`src/rtl/ssp_pkg.sv`:
```
package ssp_pkg;
  typedef struct packed {
    logic sck;
    logic sel;
    logic rw;
    logic sdi;
  } ssp_pins_t;

  localparam int PIN_W = $bits(ssp_pins_t);
endpackage

```
`src/rtl/ssp_sync.sv`:
```
module ssp_sync #(
  parameter int W      = 4,
  parameter int STAGES = 2
) (
  input  logic         clk,
  input  logic [W-1:0] d,
  output logic [W-1:0] q
);
  logic [STAGES-1:0][W-1:0] stg;

  always_ff @(posedge clk) begin
    stg <= {stg[STAGES-2:0], d};
  end

  assign q = stg[STAGES-1];
endmodule

```
`src/rtl/ssp_rx.sv`:
```
module ssp_rx #(
  parameter int CTRL_W = 8
) (
  input  logic              clk,
  input  logic              rst,
  input  logic              sck_rise_i,
  input  logic              rw_fall_i,
  input  logic              rw_lvl_i,
  input  logic              sel_i,
  input  logic              sdi_i,
  output logic [CTRL_W-1:0] ctrl_byte_o,
  output logic              ctrl_wr_o
);
  localparam int CW = $clog2(CTRL_W + 1);
  localparam logic [CW-1:0] CNT_FULL = CW'(CTRL_W);
  localparam logic [CW-1:0] CNT_LAST = CW'(CTRL_W - 1);

  logic [CW-1:0]     wcnt_q;
  logic [CTRL_W-1:0] sh_q;
  logic [CTRL_W-1:0] sh_next;

  assign sh_next = {sh_q[CTRL_W-2:0], sdi_i};

  always_ff @(posedge clk) begin
    if (rst) begin
      wcnt_q      <= '0;
      sh_q        <= '0;
      ctrl_byte_o <= '0;
      ctrl_wr_o   <= 1'b0;
    end else begin
      ctrl_wr_o <= 1'b0;
      if (rw_fall_i) begin
        wcnt_q <= '0;
      end else if (!rw_lvl_i && sel_i && sck_rise_i && (wcnt_q < CNT_FULL)) begin
        sh_q   <= sh_next;
        wcnt_q <= wcnt_q + CW'(1);
        if (wcnt_q == CNT_LAST) begin
          ctrl_byte_o <= sh_next;
          ctrl_wr_o   <= 1'b1;
        end
      end
    end
  end

  AST_STROBE_ON_RISE: assert property (@(posedge clk) disable iff (rst)
    ctrl_wr_o |-> $past(sck_rise_i));
  AST_BYTE_HOLD: assert property (@(posedge clk) disable iff (rst)
    !ctrl_wr_o |-> $stable(ctrl_byte_o));
  AST_CNT_LIMIT: assert property (@(posedge clk) disable iff (rst)
    wcnt_q <= CNT_FULL);
  AST_RESTART: assert property (@(posedge clk) disable iff (rst)
    rw_fall_i |=> (wcnt_q == '0));
endmodule

```
`src/rtl/ssp_tx.sv`:
```
module ssp_tx #(
  parameter int RES_W = 10
) (
  input  logic             clk,
  input  logic             rst,
  input  logic             rw_rise_i,
  input  logic             rw_fall_i,
  input  logic             desel_i,
  input  logic             sck_fall_i,
  input  logic             sel_i,
  input  logic [RES_W-1:0] res_i,
  input  logic             res_new_i,
  output logic             sd_out_o,
  output logic             sd_oe_o
);
  logic [RES_W-1:0] held_q;
  logic             full_q;
  logic [RES_W-1:0] shreg_q;
  logic             act_q;
  logic             skip_q;
  logic             start;

  assign start = rw_rise_i && sel_i;

  always_ff @(posedge clk) begin
    if (rst) begin
      held_q <= '0;
      full_q <= 1'b0;
    end else if (res_new_i) begin
      held_q <= res_i;
      full_q <= 1'b1;
    end else if (start) begin
      full_q <= 1'b0;
    end
  end

  always_ff @(posedge clk) begin
    if (rst) begin
      shreg_q <= '0;
      act_q   <= 1'b0;
      skip_q  <= 1'b0;
    end else if (start) begin
      shreg_q <= full_q ? held_q : '0;
      act_q   <= 1'b1;
      skip_q  <= 1'b1;
    end else if (rw_fall_i || desel_i) begin
      shreg_q <= '0;
      act_q   <= 1'b0;
      skip_q  <= 1'b0;
    end else if (act_q && sel_i && sck_fall_i) begin
      if (skip_q) skip_q <= 1'b0;
      else        shreg_q <= {shreg_q[RES_W-2:0], 1'b0};
    end
  end

  assign sd_out_o = shreg_q[RES_W-1];
  assign sd_oe_o  = act_q;

  AST_READ_ARMS: assert property (@(posedge clk) disable iff (rst)
    start |=> sd_oe_o);
  AST_OE_RW_END: assert property (@(posedge clk) disable iff (rst)
    (rw_fall_i && !start) |=> !sd_oe_o);
  AST_OE_DESEL_END: assert property (@(posedge clk) disable iff (rst)
    (desel_i && !start) |=> !sd_oe_o);
  AST_CONSUME: assert property (@(posedge clk) disable iff (rst)
    (start && !res_new_i) |=> !full_q);
  AST_SKIP_FIRST: assert property (@(posedge clk) disable iff (rst)
    (act_q && skip_q && sel_i && sck_fall_i && !start && !rw_fall_i && !desel_i)
      |=> $stable(shreg_q));
endmodule

```
`src/rtl/ssp_port.sv`:
```
module ssp_port
  import ssp_pkg::*;
#(
  parameter int RES_W       = 10,
  parameter int CTRL_W      = 8,
  parameter bit SHARED_PIN  = 1'b0,
  parameter int SYNC_STAGES = 2
) (
  input  logic              clk,
  input  logic              rst,
  input  logic              sclk_i,
  input  logic              cs_n_i,
  input  logic              rdwr_i,
  input  logic              sd_in_i,
  input  logic [RES_W-1:0]  result_i,
  input  logic              result_new_i,
  output logic              sd_out_o,
  output logic              sd_oe_o,
  output logic [CTRL_W-1:0] ctrl_byte_o,
  output logic              ctrl_wr_o
);
  logic [PIN_W-1:0] raw;
  logic [PIN_W-1:0] sync_q;
  ssp_pins_t        cur;
  logic [2:0]       prev_q;
  logic             sck_p, sel_p, rw_p;
  logic             sel, desel;
  logic             sck_rise, sck_fall, rw_rise, rw_fall;

  assign raw = {sclk_i, ~cs_n_i, rdwr_i, sd_in_i};

  ssp_sync #(.W(PIN_W), .STAGES(SYNC_STAGES)) u_sync (
    .clk (clk),
    .d   (raw),
    .q   (sync_q)
  );

  assign cur = ssp_pins_t'(sync_q);

  always_ff @(posedge clk) begin
    prev_q <= {cur.sck, cur.sel, cur.rw};
  end

  assign {sck_p, sel_p, rw_p} = prev_q;

  generate
    if (SHARED_PIN) begin : g_shared
      assign sel   = 1'b1 | cur.sel;
      assign desel = 1'b0 & sel_p;
    end else begin : g_split
      assign sel   = cur.sel;
      assign desel = sel_p & ~cur.sel;
    end
  endgenerate

  assign sck_rise = cur.sck & ~sck_p;
  assign sck_fall = ~cur.sck & sck_p;
  assign rw_rise  = cur.rw & ~rw_p;
  assign rw_fall  = ~cur.rw & rw_p;

  ssp_rx #(.CTRL_W(CTRL_W)) u_rx (
    .clk         (clk),
    .rst         (rst),
    .sck_rise_i  (sck_rise),
    .rw_fall_i   (rw_fall),
    .rw_lvl_i    (cur.rw),
    .sel_i       (sel),
    .sdi_i       (cur.sdi),
    .ctrl_byte_o (ctrl_byte_o),
    .ctrl_wr_o   (ctrl_wr_o)
  );

  ssp_tx #(.RES_W(RES_W)) u_tx (
    .clk        (clk),
    .rst        (rst),
    .rw_rise_i  (rw_rise),
    .rw_fall_i  (rw_fall),
    .desel_i    (desel),
    .sck_fall_i (sck_fall),
    .sel_i      (sel),
    .res_i      (result_i),
    .res_new_i  (result_new_i),
    .sd_out_o   (sd_out_o),
    .sd_oe_o    (sd_oe_o)
  );

  AST_NO_DIR_CLASH: assert property (@(posedge clk) disable iff (rst)
    ctrl_wr_o |-> !sd_oe_o);
endmodule

```
`config.mk`:
```
export PLATFORM = sky130hd
export DESIGN_NAME = ssp_port
export DESIGN_NICKNAME = d
export VERILOG_FILES = /design/src/rtl/ssp_pkg.sv /design/src/rtl/ssp_sync.sv /design/src/rtl/ssp_rx.sv /design/src/rtl/ssp_tx.sv /design/src/rtl/ssp_port.sv
export SDC_FILE = /design/constraint.sdc
export NUM_CORES = 1
export LEC_CHECK = 0
export BUFFER_PORTS_ARGS = -buffer_cell sky130_fd_sc_hd__buf_2
export CORE_ASPECT_RATIO = 1.75
export CORE_UTILIZATION = 45
export CTS_BUF_LIST = sky130_fd_sc_hd__clkbuf_4 sky130_fd_sc_hd__clkbuf_8
export DETAILED_ROUTE_END_ITERATION = 8
export GPL_ROUTABILITY_DRIVEN = 1
export HOLD_SLACK_MARGIN = 0.1
export PLACE_DENSITY = 0.65
export SLEW_MARGIN = 10
export SYNTH_ARGS = -nofsm -noshare
export SYNTH_HDL_FRONTEND = slang
export SYNTH_SLANG_ARGS = --single-unit
export TNS_END_PERCENT = 20
```
`constraint.sdc`:
```
create_clock -name clk -period 2.1 [get_ports clk]
set_input_delay 0.105 -clock clk [delete_from_list [all_inputs] [get_ports clk]]
set_output_delay 0.105 -clock clk [all_outputs]
set_load 0.01 [all_outputs]
```
==> results_dict.tcl <==
set metrics [dict create \
    synth-warning-count 0 \
    cellPowerDensity_nw_per_um2 789.4 \
    synth_ff_type "dfxtp_1" \
    drive_gt1_share_pct 19.83 \
    crit_start "u_sync.q[2]$_DFF_P_" \
    synthTopCellsByArea "dfxtp_1 54%, mux2i_1 13%, nor2_1 7.9%" \
    yosysUniqueCellTypes 31 \
    cts_tree "yes" \
    fin_skew_ns 0.008120 \
    worstSetupPathType "register to register" \
    syn_to_final_growth_pct 22.40 \
    grt_pass1_wl_um 6065 \
    fin_ws_ns 0.3344 \
    place.gp.congestion 0.7481 \
    crit_buf_inv 0 \
    min_from "result_new_i" \
    startpoint_type "register" \
    cap_violations 0 \
    hpwl_um 2523 \
    slowest_stage "or2_1" \
    wl_per_cell_um 12.36 \
    rsz0062_at_grt "false" \
    cts_buffers 5 \
    ys_seq_area_share_pct 53.90 \
    drt_iter0_drc 16 \
    ff2ff_setup_slack_ns 0.33 \
    cts_root_buf "clkbuf_8" \
    die_area_sq_um 4738 \
    diodes 0 \
    fin_crit_ns 1.766 \
    die_y_um 90.32 \
    cts.sinks 54 \
    via_per_inst 5.143 \
    dr_total_vias 1471 \
    synth_top_area_cell "dfxtp_1" \
    r2r_start "u_sync.q[2]$_DFF_P_" \
    grt_usage_pct 16.86 \
    grt_pass1_vias 1479 \
    firstDrtPassIters 4 \
    cp_cell_sequence "nand4b_1, or2_1, o21ai_0, a221oi_2" \
    ff2ff_path_depth 4 \
    slew_violations 0 \
    grt_overflow 0 \
    post_cts_buffers 0 \
    setup_violations 0 \
    synth_seq_cells 54 \
    max-vdd-ir-drop_v 0.0006011 \
    cts_resized 0 \
    min_path_type "input pin to register" \
    synth_top_area_share_pct 53.90 \
    tightestPinTransition_ns 0.7260 \
    regArea_sq_um 1081 \
    worstSetupEndpointType "register" \
    syn_inst 193 \
    slew-limit-headroom_pct 51.60 \
    path_delay_family "simple AND/OR/NAND/NOR gates" \
    clock.fmax_ghz 0.5664 \
    detailedPlace.worstSlack_ns 0.3404 \
    fillers 384 \
    core-area_sq_um 4189 \
    io_buffer_count 27 \
    required_ns 2.32 \
    netlist_area_sq_um 2006 \
    wl_um 3534 \
    status "finished, final reports clean" \
    synthArstFlopShare_pct 0 \
    die_w_um 52.47 \
    syn_area_per_cell_sq_um 10.39 \
    htree_levels 2 \
    clkLatencyLatePin_ns 0.31 \
    p_leak_nw 1.127 \
    path_clk_slew_ns 0.09 \
    arrival_ns 1.99 \
    hold_viol 0 \
    worst_path_largest_cell_delay_ns 0.59 \
    drc 0 \
    synth_nets 211 \
    grt_max_degree 33 \
    hold_buffers 20 \
    min_to "u_tx.full_q$_SDFFE_PP0P_" \
    multi_input_area_sq_um 845.8 \
    cp_max_fo 19 \
    postRouteAntennaNets 0 \
    antenna_found_initial 0 \
    clock_path_buffers 2 \
    synth_edf_count 0 \
    post-route-period-util_pct 84.08 \
    pin_count 28 \
    start_util_pct 47.88 \
    nets 254 \
    hold_depth 3 \
    finalSetupTns_ns 0 \
    reg2reg_to "u_tx.shreg_q[7]$_SDFFE_PP0P_" \
    fp-row-count 31 \
]
[layout make-up]
cell class,count,area share [%]
timing repair buffer,48,13.97
inverter,2,0.3058
tap,49,2.497
clock buffer,5,2.803
multi-input combinational,125,34.45
sequential,54,44.04
clock inverter,3,1.937
[synthesized netlist by cell type, types with 2 or more instances]
cell and n:
o21ai_0 9, mux2i_1 26, nand3_1 3, clkbuf_1 3, inv_1 2, clkbuf_2 2
a221oi_2 9, and3_1 2, buf_6 2, a21oi_1 4, nor3_1 2, nand3b_1 2
nand4b_1 2, nand2_1 9, nor2_1 42, dfxtp_1 54, nand2b_1 3, buf_2 4
[logic make-up (layout without fill, tap and decap cells)]
family,after synthesis,after routing,synth area share [%]
AOI/OAI and AO/OA,24,24,10.73
xor gates and xnor gates,2,2,0.8735
adders and majority gates,1,1,0.6237
buffers and inverters,14,58,3.930
DFF,54,54,53.90
muxes,26,26,12.98
and+or+nand+nor,72,72,16.97
[per-layer routing]
| layer | track usage, % | up-vias | part of all wire [%] |
|---|---|---|---|
| li1 | - | 748 | - |
| met1 | 15.90 | 699 | 39 |
| met2 | 32.17 | 20 | 57 |
| met3 | 4.545 | 4 | 2.5 |
| met4 | 5.921 | 0 | 1.2 |
| met5 | 0 | - | 0 |
[tightest hold or removal path: stages]
cell,delay (ns)
buf_2,0.20
a21oi_1,0.15
nor2_1,0.04
[placed cells by master (no fill, tap or decap)]
cell type,netlist,routed
dfxtp_1,54,54
nor2_1,42,42
buf_2,4,27
mux2i_1,26,26
dlygate4sd3_1,0,20
nand2_1,9,9
o21ai_0,9,9
a221oi_2,9,9
clkbuf_8,0,5
a21oi_1,4,4
nand2b_1,3,3
nand3_1,3,3
inv_1,2,2
and3_1,2,2
nand4b_1,2,2
nand3b_1,2,2
nor3_1,2,2
inv_6,0,2
and2b_1,1,1
or2_1,1,1
nand4_1,1,1
nor4b_1,1,1
a31oi_1,1,1
and2_1,1,1
a41oi_1,1,1
and4bb_2,1,1
nand4_2,1,1
xor2_1,1,1
xnor2_1,1,1
ha_1,1,1
bufinv_16,0,1
buf_4,1,1
[how the worst max path moves through the flow]
stage	to	slack, ns	depth (start not counted)
finish	u_tx.shreg_q[7]$_SDFFE_PP0P_	0.33	4
global route	u_tx.shreg_q[7]$_SDFFE_PP0P_	0.16	4
CTS	u_tx.shreg_q[7]$_SDFFE_PP0P_	0.33	4
detailed placement	u_tx.shreg_q[7]$_SDFFE_PP0P_	0.34	4
global placement	u_tx.shreg_q[5]$_SDFFE_PP0P_	0.45	4
floorplan	u_tx.shreg_q[1]$_SDFFE_PP0P_	0.76	6
[stage by stage]
stage	total power [W]	area [sq um]	hold WS (ns)	utilization, %	instances
2_1_floorplan	0.001199	2006	0.1327	-	193
3_3_place_gp	0.001227	2138	0.2075	51.05	258
3_5_place_dp	0.001233	2138	0.2086	51.05	258
4_1_cts	0.001965	2455	0.2331	58.60	286
5_1_grt	0.002028	2455	0.2423	58.60	286
6_report	0.001938	2455	0.2298	58.60	286
[state kept, by name (all words and copies together), names as in the netlist]
name / count
u_rx.ctrl_byte_o: 8
prev_q: 3
u_tx.held_q: 10
u_rx.sh_q: 7
u_tx.shreg_q: 10
u_tx.full_q: 1
u_tx.sd_oe_o: 1
u_sync.stg: 4
u_sync.q: 4
u_rx.wcnt_q: 4
u_tx.skip_q: 1
u_rx.ctrl_wr_o: 1
[power breakdown]
group / internal, W / switching, W / total [W]
clock network: 0.000364 / 0.000336 / 0.000699
logic: 0.0000791 / 0.0000734 / 0.000153
registers: 0.00106 / 0.0000237 / 0.00109
total: 0.00150 / 0.000433 / 0.00194
(Power assumes the default switching activity.)
